$ cat config.mk
export PLATFORM = sky130hd
export DESIGN_NAME = i2c_tgt_hold
export DESIGN_NICKNAME = d
export VERILOG_FILES = /design/src/rtl/tgt_i2c_pkg.sv /design/src/rtl/tgt_glitch_filt.sv /design/src/rtl/tgt_rx_fifo.sv /design/src/rtl/tgt_i2c_core.sv /design/src/rtl/i2c_tgt_hold.sv
export SDC_FILE = /design/constraint.sdc
export NUM_CORES = 1
export LEC_CHECK = 0
export BUFFER_PORTS_ARGS = -buffer_cell sky130_fd_sc_hd__buf_2
export CAP_MARGIN = 20
export CORE_AREA = 2 2 137 139
export CTS_BUF_LIST = sky130_fd_sc_hd__clkbuf_4
export CTS_CLUSTER_SIZE = 40
export DETAILED_ROUTE_END_ITERATION = 12
export DIE_AREA = 0 0 139 141
export GPL_ROUTABILITY_DRIVEN = 0
export PLACE_DENSITY = 0.68
export RECOVER_POWER = 50
export SKIP_LAST_GASP = 1
export SLEW_MARGIN = 20
export SYNTH_ARGS = -nofsm -noshare
export SYNTH_HDL_FRONTEND = slang
export SYNTH_SLANG_ARGS = --single-unit
$ cat constraint.sdc
create_clock -name clk -period 4.5 [get_ports clk]
set_clock_uncertainty 0.1 [all_clocks]
set_input_delay 0.9 -clock clk [delete_from_list [all_inputs] [get_ports clk]]
set_output_delay 0.9 -clock clk [all_outputs]
set_load 0.005 [all_outputs]
$ cat src/rtl/tgt_i2c_pkg.sv
package tgt_i2c_pkg;

    typedef enum logic [3:0] {
        T_IDLE,
        T_ADDR,
        T_ADR_ACK,
        T_WR_DATA,
        T_WR_ACK,
        T_RX_HOLD,
        T_RX_REL,
        T_RD_LOAD,
        T_RD_REL,
        T_RD_DATA,
        T_RD_ACK
    } tst_e;

    typedef struct packed {
        tst_e       st;
        logic [3:0] cnt;
        logic [7:0] sh;
        logic       rw;
        logic       sel;
        logic       mack;
        logic       role;
        logic       sda_low;
        logic       scl_low;
        logic       scl_p;
        logic       sda_p;
        logic       rst_p;
        logic       gc_p;
        logic       stop_p;
        logic       take;
    } core_t;

endpackage

$ cat src/rtl/tgt_glitch_filt.sv
module tgt_glitch_filt #(
    parameter int LEN = 7
) (
    input  logic clk,
    input  logic rst_n,
    input  logic din,
    output logic dout
);
    localparam int CW = $clog2(LEN + 1);

    typedef struct packed {
        logic [1:0]    sync;
        logic [CW-1:0] cnt;
        logic          out;
    } flt_t;

    flt_t d, q;

    always_comb begin
        d = q;
        d.sync = {q.sync[0], din};
        if (q.sync[1] == q.out) begin
            d.cnt = '0;
        end else if (q.cnt == CW'(LEN - 1)) begin
            d.out = q.sync[1];
            d.cnt = '0;
        end else begin
            d.cnt = q.cnt + 1'b1;
        end
    end

    always_ff @(posedge clk or negedge rst_n) begin
        if (!rst_n) q <= '{sync: 2'b11, cnt: '0, out: 1'b1};
        else        q <= d;
    end

    assign dout = q.out;
endmodule

$ cat src/rtl/tgt_rx_fifo.sv
module tgt_rx_fifo #(
    parameter int DEPTH = 16,
    parameter int W     = 8
) (
    input  logic                         clk,
    input  logic                         rst_n,
    input  logic                         push,
    input  logic [W-1:0]                 wdata,
    input  logic                         pop,
    output logic [W-1:0]                 rdata,
    output logic                         valid,
    output logic                         full,
    output logic [$clog2(DEPTH+1)-1:0]   count
);
    localparam int AW = $clog2(DEPTH);
    localparam int CW = $clog2(DEPTH + 1);

    logic [W-1:0]  mem [DEPTH];
    logic [AW-1:0] wp_d, wp_q, rp_d, rp_q;
    logic [CW-1:0] cnt_d, cnt_q;
    logic          do_push, do_pop;

    function automatic logic [AW-1:0] inc(input logic [AW-1:0] p);
        return (p == AW'(DEPTH - 1)) ? '0 : p + 1'b1;
    endfunction

    always_comb begin
        do_push = push && (cnt_q != CW'(DEPTH));
        do_pop  = pop && (cnt_q != '0);
        wp_d    = do_push ? inc(wp_q) : wp_q;
        rp_d    = do_pop ? inc(rp_q) : rp_q;
        cnt_d   = cnt_q + CW'(do_push) - CW'(do_pop);
    end

    always_ff @(posedge clk or negedge rst_n) begin
        if (!rst_n) begin
            wp_q  <= '0;
            rp_q  <= '0;
            cnt_q <= '0;
        end else begin
            wp_q  <= wp_d;
            rp_q  <= rp_d;
            cnt_q <= cnt_d;
        end
    end

    always_ff @(posedge clk) begin
        if (do_push) mem[wp_q] <= wdata;
    end

    assign rdata = mem[rp_q];
    assign valid = (cnt_q != '0);
    assign full  = (cnt_q == CW'(DEPTH));
    assign count = cnt_q;
endmodule

$ cat src/rtl/tgt_i2c_core.sv
module tgt_i2c_core
    import tgt_i2c_pkg::*;
(
    input  logic       clk,
    input  logic       rst_n,
    input  logic       enable,
    input  logic       tgt_sel,
    input  logic [6:0] own_addr,
    input  logic       gc_ignore,
    input  logic       nack_data,
    input  logic       scl_f,
    input  logic       sda_f,
    input  logic       rx_full,
    input  logic       tx_valid,
    input  logic [7:0] tx_data,
    output logic       push,
    output logic [7:0] push_data,
    output logic       tx_take,
    output logic       scl_low,
    output logic       sda_low,
    output logic       restart_pulse,
    output logic       gcall_pulse,
    output logic       stop_pulse
);
    core_t d, q;
    logic  scl_rise, scl_fall, start_c, stop_c, want_load;

    always_comb begin
        d         = q;
        d.rst_p   = 1'b0;
        d.gc_p    = 1'b0;
        d.stop_p  = 1'b0;
        d.take    = 1'b0;
        d.scl_p   = scl_f;
        d.sda_p   = sda_f;
        push      = 1'b0;
        want_load = 1'b0;
        scl_rise  = scl_f & ~q.scl_p;
        scl_fall  = ~scl_f & q.scl_p;
        start_c   = scl_f & q.scl_p & q.sda_p & ~sda_f;
        stop_c    = scl_f & q.scl_p & ~q.sda_p & sda_f;

        if (!enable) d.role = tgt_sel;

        if (!(enable && q.role)) begin
            d.st = T_IDLE; d.sel = 1'b0; d.cnt = '0;
            d.sda_low = 1'b0; d.scl_low = 1'b0;
        end else if (start_c) begin
            d.rst_p = q.sel; d.sel = 1'b0;
            d.st = T_ADDR; d.cnt = '0;
            d.sda_low = 1'b0; d.scl_low = 1'b0;
        end else if (stop_c) begin
            d.stop_p = q.sel; d.sel = 1'b0;
            d.st = T_IDLE; d.cnt = '0;
            d.sda_low = 1'b0; d.scl_low = 1'b0;
        end else begin
            unique case (q.st)
                T_ADDR, T_WR_DATA: begin
                    if (scl_rise) begin
                        d.sh  = {q.sh[6:0], sda_f};
                        d.cnt = q.cnt + 1'b1;
                    end else if (scl_fall && q.cnt == 4'd8) begin
                        d.cnt = '0;
                        if (q.st == T_ADDR) begin
                            d.rw = q.sh[0];
                            if (q.sh[7:1] == own_addr) begin
                                d.sel = 1'b1; d.sda_low = 1'b1; d.st = T_ADR_ACK;
                            end else if (q.sh == 8'h00 && !gc_ignore) begin
                                d.sel = 1'b1; d.sda_low = 1'b1; d.gc_p = 1'b1;
                                d.st = T_ADR_ACK;
                            end else begin
                                d.st = T_IDLE;
                            end
                        end else if (nack_data) begin
                            d.st = T_WR_ACK;
                        end else if (rx_full) begin
                            d.st = T_RX_HOLD; d.scl_low = 1'b1;
                        end else begin
                            push = 1'b1; d.sda_low = 1'b1; d.st = T_WR_ACK;
                        end
                    end
                end
                T_ADR_ACK: begin
                    if (scl_fall) begin
                        d.sda_low = 1'b0; d.cnt = '0;
                        if (q.rw) want_load = 1'b1;
                        else      d.st = T_WR_DATA;
                    end
                end
                T_WR_ACK: begin
                    if (scl_fall) begin
                        d.sda_low = 1'b0; d.cnt = '0; d.st = T_WR_DATA;
                    end
                end
                T_RX_HOLD: begin
                    if (!rx_full) begin
                        push = 1'b1; d.sda_low = 1'b1; d.st = T_RX_REL;
                    end
                end
                T_RX_REL: begin
                    d.scl_low = 1'b0; d.st = T_WR_ACK;
                end
                T_RD_LOAD: want_load = 1'b1;
                T_RD_REL: begin
                    d.scl_low = 1'b0; d.st = T_RD_DATA;
                end
                T_RD_DATA: begin
                    if (scl_fall) begin
                        if (q.cnt == 4'd7) begin
                            d.sda_low = 1'b0; d.st = T_RD_ACK;
                        end else begin
                            d.sh      = {q.sh[6:0], 1'b0};
                            d.sda_low = ~q.sh[6];
                            d.cnt     = q.cnt + 1'b1;
                        end
                    end
                end
                T_RD_ACK: begin
                    if (scl_rise) d.mack = ~sda_f;
                    else if (scl_fall) begin
                        if (q.mack) want_load = 1'b1;
                        else        d.st = T_IDLE;
                    end
                end
                default: ;
            endcase

            if (want_load) begin
                d.cnt = '0;
                if (tx_valid) begin
                    d.sh      = tx_data;
                    d.sda_low = ~tx_data[7];
                    d.take    = 1'b1;
                    d.st      = q.scl_low ? T_RD_REL : T_RD_DATA;
                end else begin
                    d.st      = T_RD_LOAD;
                    d.scl_low = 1'b1;
                end
            end
        end
    end

    always_ff @(posedge clk or negedge rst_n) begin
        if (!rst_n) begin
            q       <= '0;
            q.st    <= T_IDLE;
            q.scl_p <= 1'b1;
            q.sda_p <= 1'b1;
        end else begin
            q <= d;
        end
    end

    assign push_data     = q.sh;
    assign tx_take       = q.take;
    assign scl_low       = q.scl_low;
    assign sda_low       = q.sda_low;
    assign restart_pulse = q.rst_p;
    assign gcall_pulse   = q.gc_p;
    assign stop_pulse    = q.stop_p;
endmodule

$ cat src/rtl/i2c_tgt_hold.sv
module i2c_tgt_hold #(
    parameter int FILT_LEN = 7,
    parameter int RX_DEPTH = 16
) (
    input  logic       clk,
    input  logic       rst_n,
    input  logic       enable,
    input  logic       tgt_sel,
    input  logic [6:0] own_addr,
    input  logic       gc_ignore,
    input  logic       nack_data,
    input  logic       scl_i,
    input  logic       sda_i,
    output logic       scl_drive_low,
    output logic       sda_drive_low,
    output logic       rx_valid,
    output logic [7:0] rx_data,
    input  logic       rx_pop,
    input  logic       tx_valid,
    input  logic [7:0] tx_data,
    output logic       tx_take,
    output logic       restart_pulse,
    output logic       gcall_pulse,
    output logic       stop_pulse
);
    localparam int LINES = 2;
    localparam int CNT_W = $clog2(RX_DEPTH + 1);

    logic [LINES-1:0] raw, filt;
    logic             scl_f, sda_f;
    logic             rx_full, rx_push;
    logic [7:0]       rx_wdata;
    logic [CNT_W-1:0] rx_cnt;

    assign raw = {scl_i, sda_i};

    for (genvar g = 0; g < LINES; g++) begin : g_flt
        tgt_glitch_filt #(.LEN(FILT_LEN)) u_flt (
            .clk  (clk),
            .rst_n(rst_n),
            .din  (raw[g]),
            .dout (filt[g])
        );
    end

    assign scl_f = filt[1];
    assign sda_f = filt[0];

    tgt_i2c_core u_core (
        .clk          (clk),
        .rst_n        (rst_n),
        .enable       (enable),
        .tgt_sel      (tgt_sel),
        .own_addr     (own_addr),
        .gc_ignore    (gc_ignore),
        .nack_data    (nack_data),
        .scl_f        (scl_f),
        .sda_f        (sda_f),
        .rx_full      (rx_full),
        .tx_valid     (tx_valid),
        .tx_data      (tx_data),
        .push         (rx_push),
        .push_data    (rx_wdata),
        .tx_take      (tx_take),
        .scl_low      (scl_drive_low),
        .sda_low      (sda_drive_low),
        .restart_pulse(restart_pulse),
        .gcall_pulse  (gcall_pulse),
        .stop_pulse   (stop_pulse)
    );

    tgt_rx_fifo #(.DEPTH(RX_DEPTH), .W(8)) u_rxq (
        .clk  (clk),
        .rst_n(rst_n),
        .push (rx_push),
        .wdata(rx_wdata),
        .pop  (rx_pop),
        .rdata(rx_data),
        .valid(rx_valid),
        .full (rx_full),
        .count(rx_cnt)
    );
endmodule

### Word level (Yosys, flattened, before mapping)

Memory sizes are Yosys's and may differ from the RTL's.
Cells that the tools add are included.

| storage, ports and cells | value |
|---|---|
| register bits | 53 |
| memory bits (writable) | 128 |
| input port bits | 25 |
| output and inout bits | 15 |
| word-level logic and storage cells | 208 |
| memories | 1 |

Memory list:

| name | depth | width | rd ports | clocked after memory_dff | wr ports | RTL line | source |
|---|---|---|---|---|---|---|---|
| u_rxq.mem | 16 | 8 | 1 | 0 | 1 | tgt_rx_fifo.sv:18 | `logic [W-1:0] mem [DEPTH];` |

| cells by class | value |
|---|---|
| $add $sub $neg | 7 |
| eq/ne operators | 41 |
| mux-type cells | 98 |
| bitwise operators | 18 |
| reduce and logical (&&, ||, !) cells | 19 |

Operator list:

| operator | count |
|---|---|
| $mux W8 | 8 |
| $mux W4 | 14 |
| $mux W1 | 53 |
| $mux W16 | 2 |
| $pmux W4 S8 | 1 |
| $ne A6 B6 Y1 const B | 5 |
| $eq A4 B4 Y1 const B | 6 |
| $ne A6 B3 Y1 const B | 4 |
| $eq A4 B3 Y1 const B | 5 |
| $ne A6 B4 Y1 const B | 3 |
| $mux W2 | 8 |
| $pmux W4 S4 | 1 |
| $pmux W8 S2 | 1 |
| $mux W3 | 5 |
| $add A4 B1 Y4 const B | 3 |
| $mux W12 | 1 |
| $ne A12 B10 Y1 const B | 1 |
| $ne A4 B2 Y1 const B | 3 |
| $reduce_and A12 Y1 | 1 |
| $not A1 Y1 | 11 |
| $reduce_and A5 Y1 | 2 |
| $eq A4 B2 Y1 const B | 2 |
| $logic_not A8 Y1 | 1 |
| $ne A8 B6 Y1 const B | 1 |
| other kinds (24) | 41 |

### Longest topological paths before layout

| logic depth | value |
|---|---|
| depth after elaboration | 13 |
| depth in mapped cells | 13 |
| gate-level depth less buffers | 12 |

### Modules after synthesis

A second synthesis with hierarchy kept.

| unflattened totals | value |
|---|---|
| cells, all modules | 576 |
| area, all modules | 8,231.6 um2 |

By module, submodules not included:

| module | times used | cells each | area each (um2) | seq. area each (um2) |
|---|---|---|---|---|
| tgt_rx_fifo | 1 | 311 | 5,789.3 | 4,169.0 |
| tgt_i2c_core | 1 | 233 | 1,986.9 | 703.2 |
| tgt_glitch_filt | 2 | 16 | 227.7 | 153.9 |

### Least setup slack after synthesis

No wires, ideal clock.

| timing path | value |
|---|---|
| kind | input to register |
| from | input enable |
| to | memory u_rxq.mem[0][0], enable pin |
| library setup time | 0.383 ns |
| arrival time | 2.404 ns |
| data required time | 4.017 ns |
| slack | 1.613 ns |
| cell stages on the path | 6 |
| buffers on the path | 1 |
| path through | nand2_1 > a31oi_1 > o211a_1 > buf_6 > nand2_2 > nor3_1 |

| between the ends | value |
|---|---|
| cells in the longest elaborated chain, start to end | 5 |

Ends and longest elaborated chain:

| item | RTL line | source |
|---|---|---|
| start, declared | i2c_tgt_hold.sv:7 | `input logic enable,` |
| $logic_and A1 B1 Y1 | tgt_i2c_core.sv:45 | `if (!(enable && q.role)) begin` |
| $mux W1 | tgt_i2c_core.sv:45 |  |
| $logic_and A1 B1 Y1 | tgt_rx_fifo.sv:28 | `do_push = push && (cnt_q != CW'(DEPTH));` |
| via u_rxq.do_push | tgt_rx_fifo.sv:21 | `logic do_push, do_pop;` |
| $mux W1 | tgt_rx_fifo.sv:48 | `if (do_push) mem[wp_q] <= wdata;` |
| $mux W1 (implied by the code) | tgt_rx_fifo.sv:48 |  |
| end, declared | tgt_rx_fifo.sv:18 |  |

The timed path passes the listed nets, and every way through them passes these cells.

### Worst setup path after layout

| timing path | value |
|---|---|
| from | register u_rxq.rp_q[0] |
| to | output rx_data[5] |

| between the ends | value |
|---|---|
| cells in the longest elaborated chain, start to end | 1 |

Ends and longest elaborated chain:

| item | RTL line | source |
|---|---|---|
| start, declared | tgt_rx_fifo.sv:19 | `logic [AW-1:0] wp_d, wp_q, rp_d, rp_q;` |
| start signal, assigned | tgt_rx_fifo.sv:42 | `rp_q <= rp_d;` |
| $mem_v2 Z16 W8 | - |  |
| end, declared | i2c_tgt_hold.sv:17 | `output logic [7:0] rx_data,` |

Every way passes these cells.

==> results.md <==
* Crit. End Element: primary output
* Cell mode on critical path: mux4_2
* Failing checks: max-capacitance violations, max-slew violations
* Core Util, Final at 47.7%
* Post-synth EDFFs at 128
* Worst relative slew slack at -9.14%
* Input/output buffers at 39
* Post-Syn Area at 0.00801 mm^2
* Clk Latency, worst-skew pair at around 0.57 ns
* Tcrit/Tclk final at 83.9%
* Global-route wire length before repair at ~27,000 um
* DRT Pass-1 Iters at 5
* Minimum clock period at about 3.8 ns
* Starting density of the core at 43.9%
* FF-to-FF setup slack at 1.22 ns
* Worst IR Drop VDD at 0.206 mV
* Top FF cell, synth: edfxtp_1
* Crit path max fanout at 15
* Status: finished, violations left
* Multi-input gate area at 0.00266 mm^2
* Final Hold Viols at 0
* Die ar. at about 0.02 mm^2
* Sequential share of the synthesized area at 64.6%
* Count of pins over their slew limit at 30
* H-tree depth at 4
* Final WL at around 17,000 um
* Worst path max stage delay at 0.65 ns
* Storage element area at 0.00518 mm^2
* Via count at about 4,800
* Unrepaired setup endpoints after global routing: no
* Reg2reg path depth at 5
* Buffers plus inverters on the worst setup path at 2
* # clock sinks at 181
* Yosys cell types at 63
* Die height at 141 um
* Worst Tran Pin Value at 1.64 ns
* Largest cells by area after synthesis: edfxtp_1 (48%), dfrtp_1 (14%), mux4_2 (11%), dfstp_2 (2.6%), nor2_1 (2.4%)
* Final setup viols at 0
* Initial antenna violation count at 0
* Yosys warning total at 0
* CP Launch Type: flip-flop
* Post-route ant nets at 0
* Worst r2r dst: u_rxq.mem[7][6]
* Clock root buffer: clkbuf_4
* Crit path cell chain: buf_4, mux4_2, mux4_2, buf_2
* FF-to-FF Start: u_core.q[26]
* CTS Buf Count at 17
* Pleak at 3.21 nW
* Min-delay worst type: reg2reg
* WP data arrival at 2.78 ns
* Post-DP HPWL at 11,800 um
* Total track usage at 18.1%
* Worst path required time at 3.50 ns
* Most common cell after layout, fill and taps aside: edfxtp_1
* Synthesis-to-layout area growth at 8.70%
* Fillers at about 1,600
* Clock Tree Buf Depth at 2
* # diodes at 0
* Vias in the first global route at 4,819
* Min-Delay Startpoint: g_flt[1].u_flt.d[5]
* Final TNS setup at 0 ns
* Seq cells post-synth at 181
* Number of cell rows at 50
* DRC at 0
* Cell Pwr Density at 462 mW/mm^2
* Die width at ~140 um
* Avg Inst Size Synth at 14.9 um^2
* Largest net degree at the start of global routing at 30
* Hold Crit Depth at 0
* First DRT Iteration DRCs at 376
* Syn nets at between 500 and 600
* Area leader, netlist: edfxtp_1
* Final Net Count at 618
* Setup Buffers After CTS at 0
* Wire per inst at between 20 and 25 um
* Routed vias/inst at around 5.8
* Most frequent cells in the layout: edfxtp_1 (128), nor2_1 (52), dfrtp_1 (44), mux4_2 (40), buf_2 (37)
* Yosys top cell area share at 48.0%
* Core area at 0.0183 mm^2
* CTS tree: built
* Worst path top cell family by delay: multiplexers
* Slowest-stage cell, CP: dfrtp_2
* CTS Hold Bufs at 0
* Fin Hold WS at 0.265 ns
* Post-synth ARST share at 29.3%
* Gate Count Post-Synth at around 540
* Worst Hold Endpoint: g_flt[1].u_flt.q[5]
* Fmax at 0.265 GHz
* I/O pin cnt at 40
* Clock transition at path regs at 0.16 ns
* Setup CP Type: reg2out
* Grt total ovfl at 0
* Layout cells sized above 1 at 23.3%
* CTS-repair resized insts at 0
* Total of max-cap violations at 2
-- registers in the layout, summed over array words and instances (netlist names) --
register,count
g_flt.u_flt.d,2
u_core.gcall_pulse,1
g_flt.u_flt.q,8
u_core.stop_pulse,1
u_rxq.mem,128
u_rxq.wp_q,4
u_rxq.rp_q,4
u_core.restart_pulse,1
u_core.sda_low,1
u_core.q,14
u_core.scl_low,1
u_core.tx_take,1
g_flt.u_flt.dout,2
u_core.push_data,8
u_rxq.count,5
-- Yosys cell counts, types with 7 or more instances --
| master | number |
|---|---|
| ha_1 | 13 |
| inv_1 | 16 |
| buf_2 | 11 |
| o22ai_1 | 7 |
| mux4_2 | 40 |
| nand3_1 | 13 |
| nand2b_1 | 10 |
| clkbuf_1 | 9 |
| xnor2_1 | 13 |
| nor3_1 | 12 |
| nor2_1 | 52 |
| o21ai_0 | 12 |
| a21oi_1 | 23 |
| dfstp_2 | 8 |
| dfrtp_1 | 45 |
| nand2_1 | 30 |
| o21ai_1 | 7 |
| edfxtp_1 | 128 |
-- routing by layer --
layer | vias to the layer above | GRT usage (%) | wire length [um]
li1 | 2146 | - | -
met1 | 2457 | 23.5 | 7150
met2 | 144 | 31.3 | 9020
met3 | 21 | 3.91 | 873
met4 | 0 | 4.78 | 194
met5 | - | 0 | 0
-- cell type report --
class                      count  share of cell area [%]
tap                          234                    3.36
timing repair buffer          47                    2.86
multi-input combinational    316                    30.5
clock inverter                14                    1.58
clock buffer                  18                    1.55
sequential                   181                    59.5
inverter                      16                   0.689
-- how the worst max path moves through the flow --
stage                  start         endpoint  cells after the start
2_1_floorplan         enable  u_rxq.mem[0][0]                      6
3_3_place_gp          enable  u_rxq.mem[7][6]                      7
3_5_place_dp          enable  u_rxq.mem[7][4]                      7
4_1_cts        u_rxq.rp_q[0]       rx_data[5]                      4
5_1_grt        u_rxq.rp_q[0]       rx_data[4]                      4
6_report       u_rxq.rp_q[0]       rx_data[5]                      4
-- power by group --
part           total, mW  internal (mW)  leakage [nW]  switching [mW]
Sequential          2.12           1.91          1.95           0.219
Combinational       1.01          0.553          1.11           0.454
Clock              0.890          0.300         0.158           0.590
-- cells by family (layout without fill, tap and decap cells) --
logic type / count (synthesis) / count (layout) / share of synthesized area, %
xor gates and xnor gates: 16 / 16 / 1.75
DFF: 181 / 181 / 64.6
buffers and inverters: 42 / 95 / 2.23
adders and majority gates: 15 / 15 / 2.40
and+or+nand+nor: 159 / 159 / 10.4
muxes: 52 / 52 / 12.8
AOI/OAI and AO/OA: 74 / 74 / 5.75
-- metrics by stage --
stage / std cells / power [mW] / area [um^2] / worst slack (ns)
floorplan: 539 / 2.88 / 8010 / 1.61
global placement: 794 / 3.14 / 8440 / 1.27
detailed placement: 794 / 3.19 / 8440 / 1.17
CTS: 826 / 4.07 / 8720 / 0.653
global route: 826 / 4.23 / 8710 / 0.547
finish: 826 / 4.02 / 8710 / 0.723
-- worst register-to-register path, delay by kind of cell, from the launching register on --
family,cells,cell delay (ns)
AO/OA/AOI/OAI,1,0.39
flip-flops,1,0.64
AND/OR/NAND/NOR,4,1.78
No activity file was read; power rests on OpenSTA's default activity.
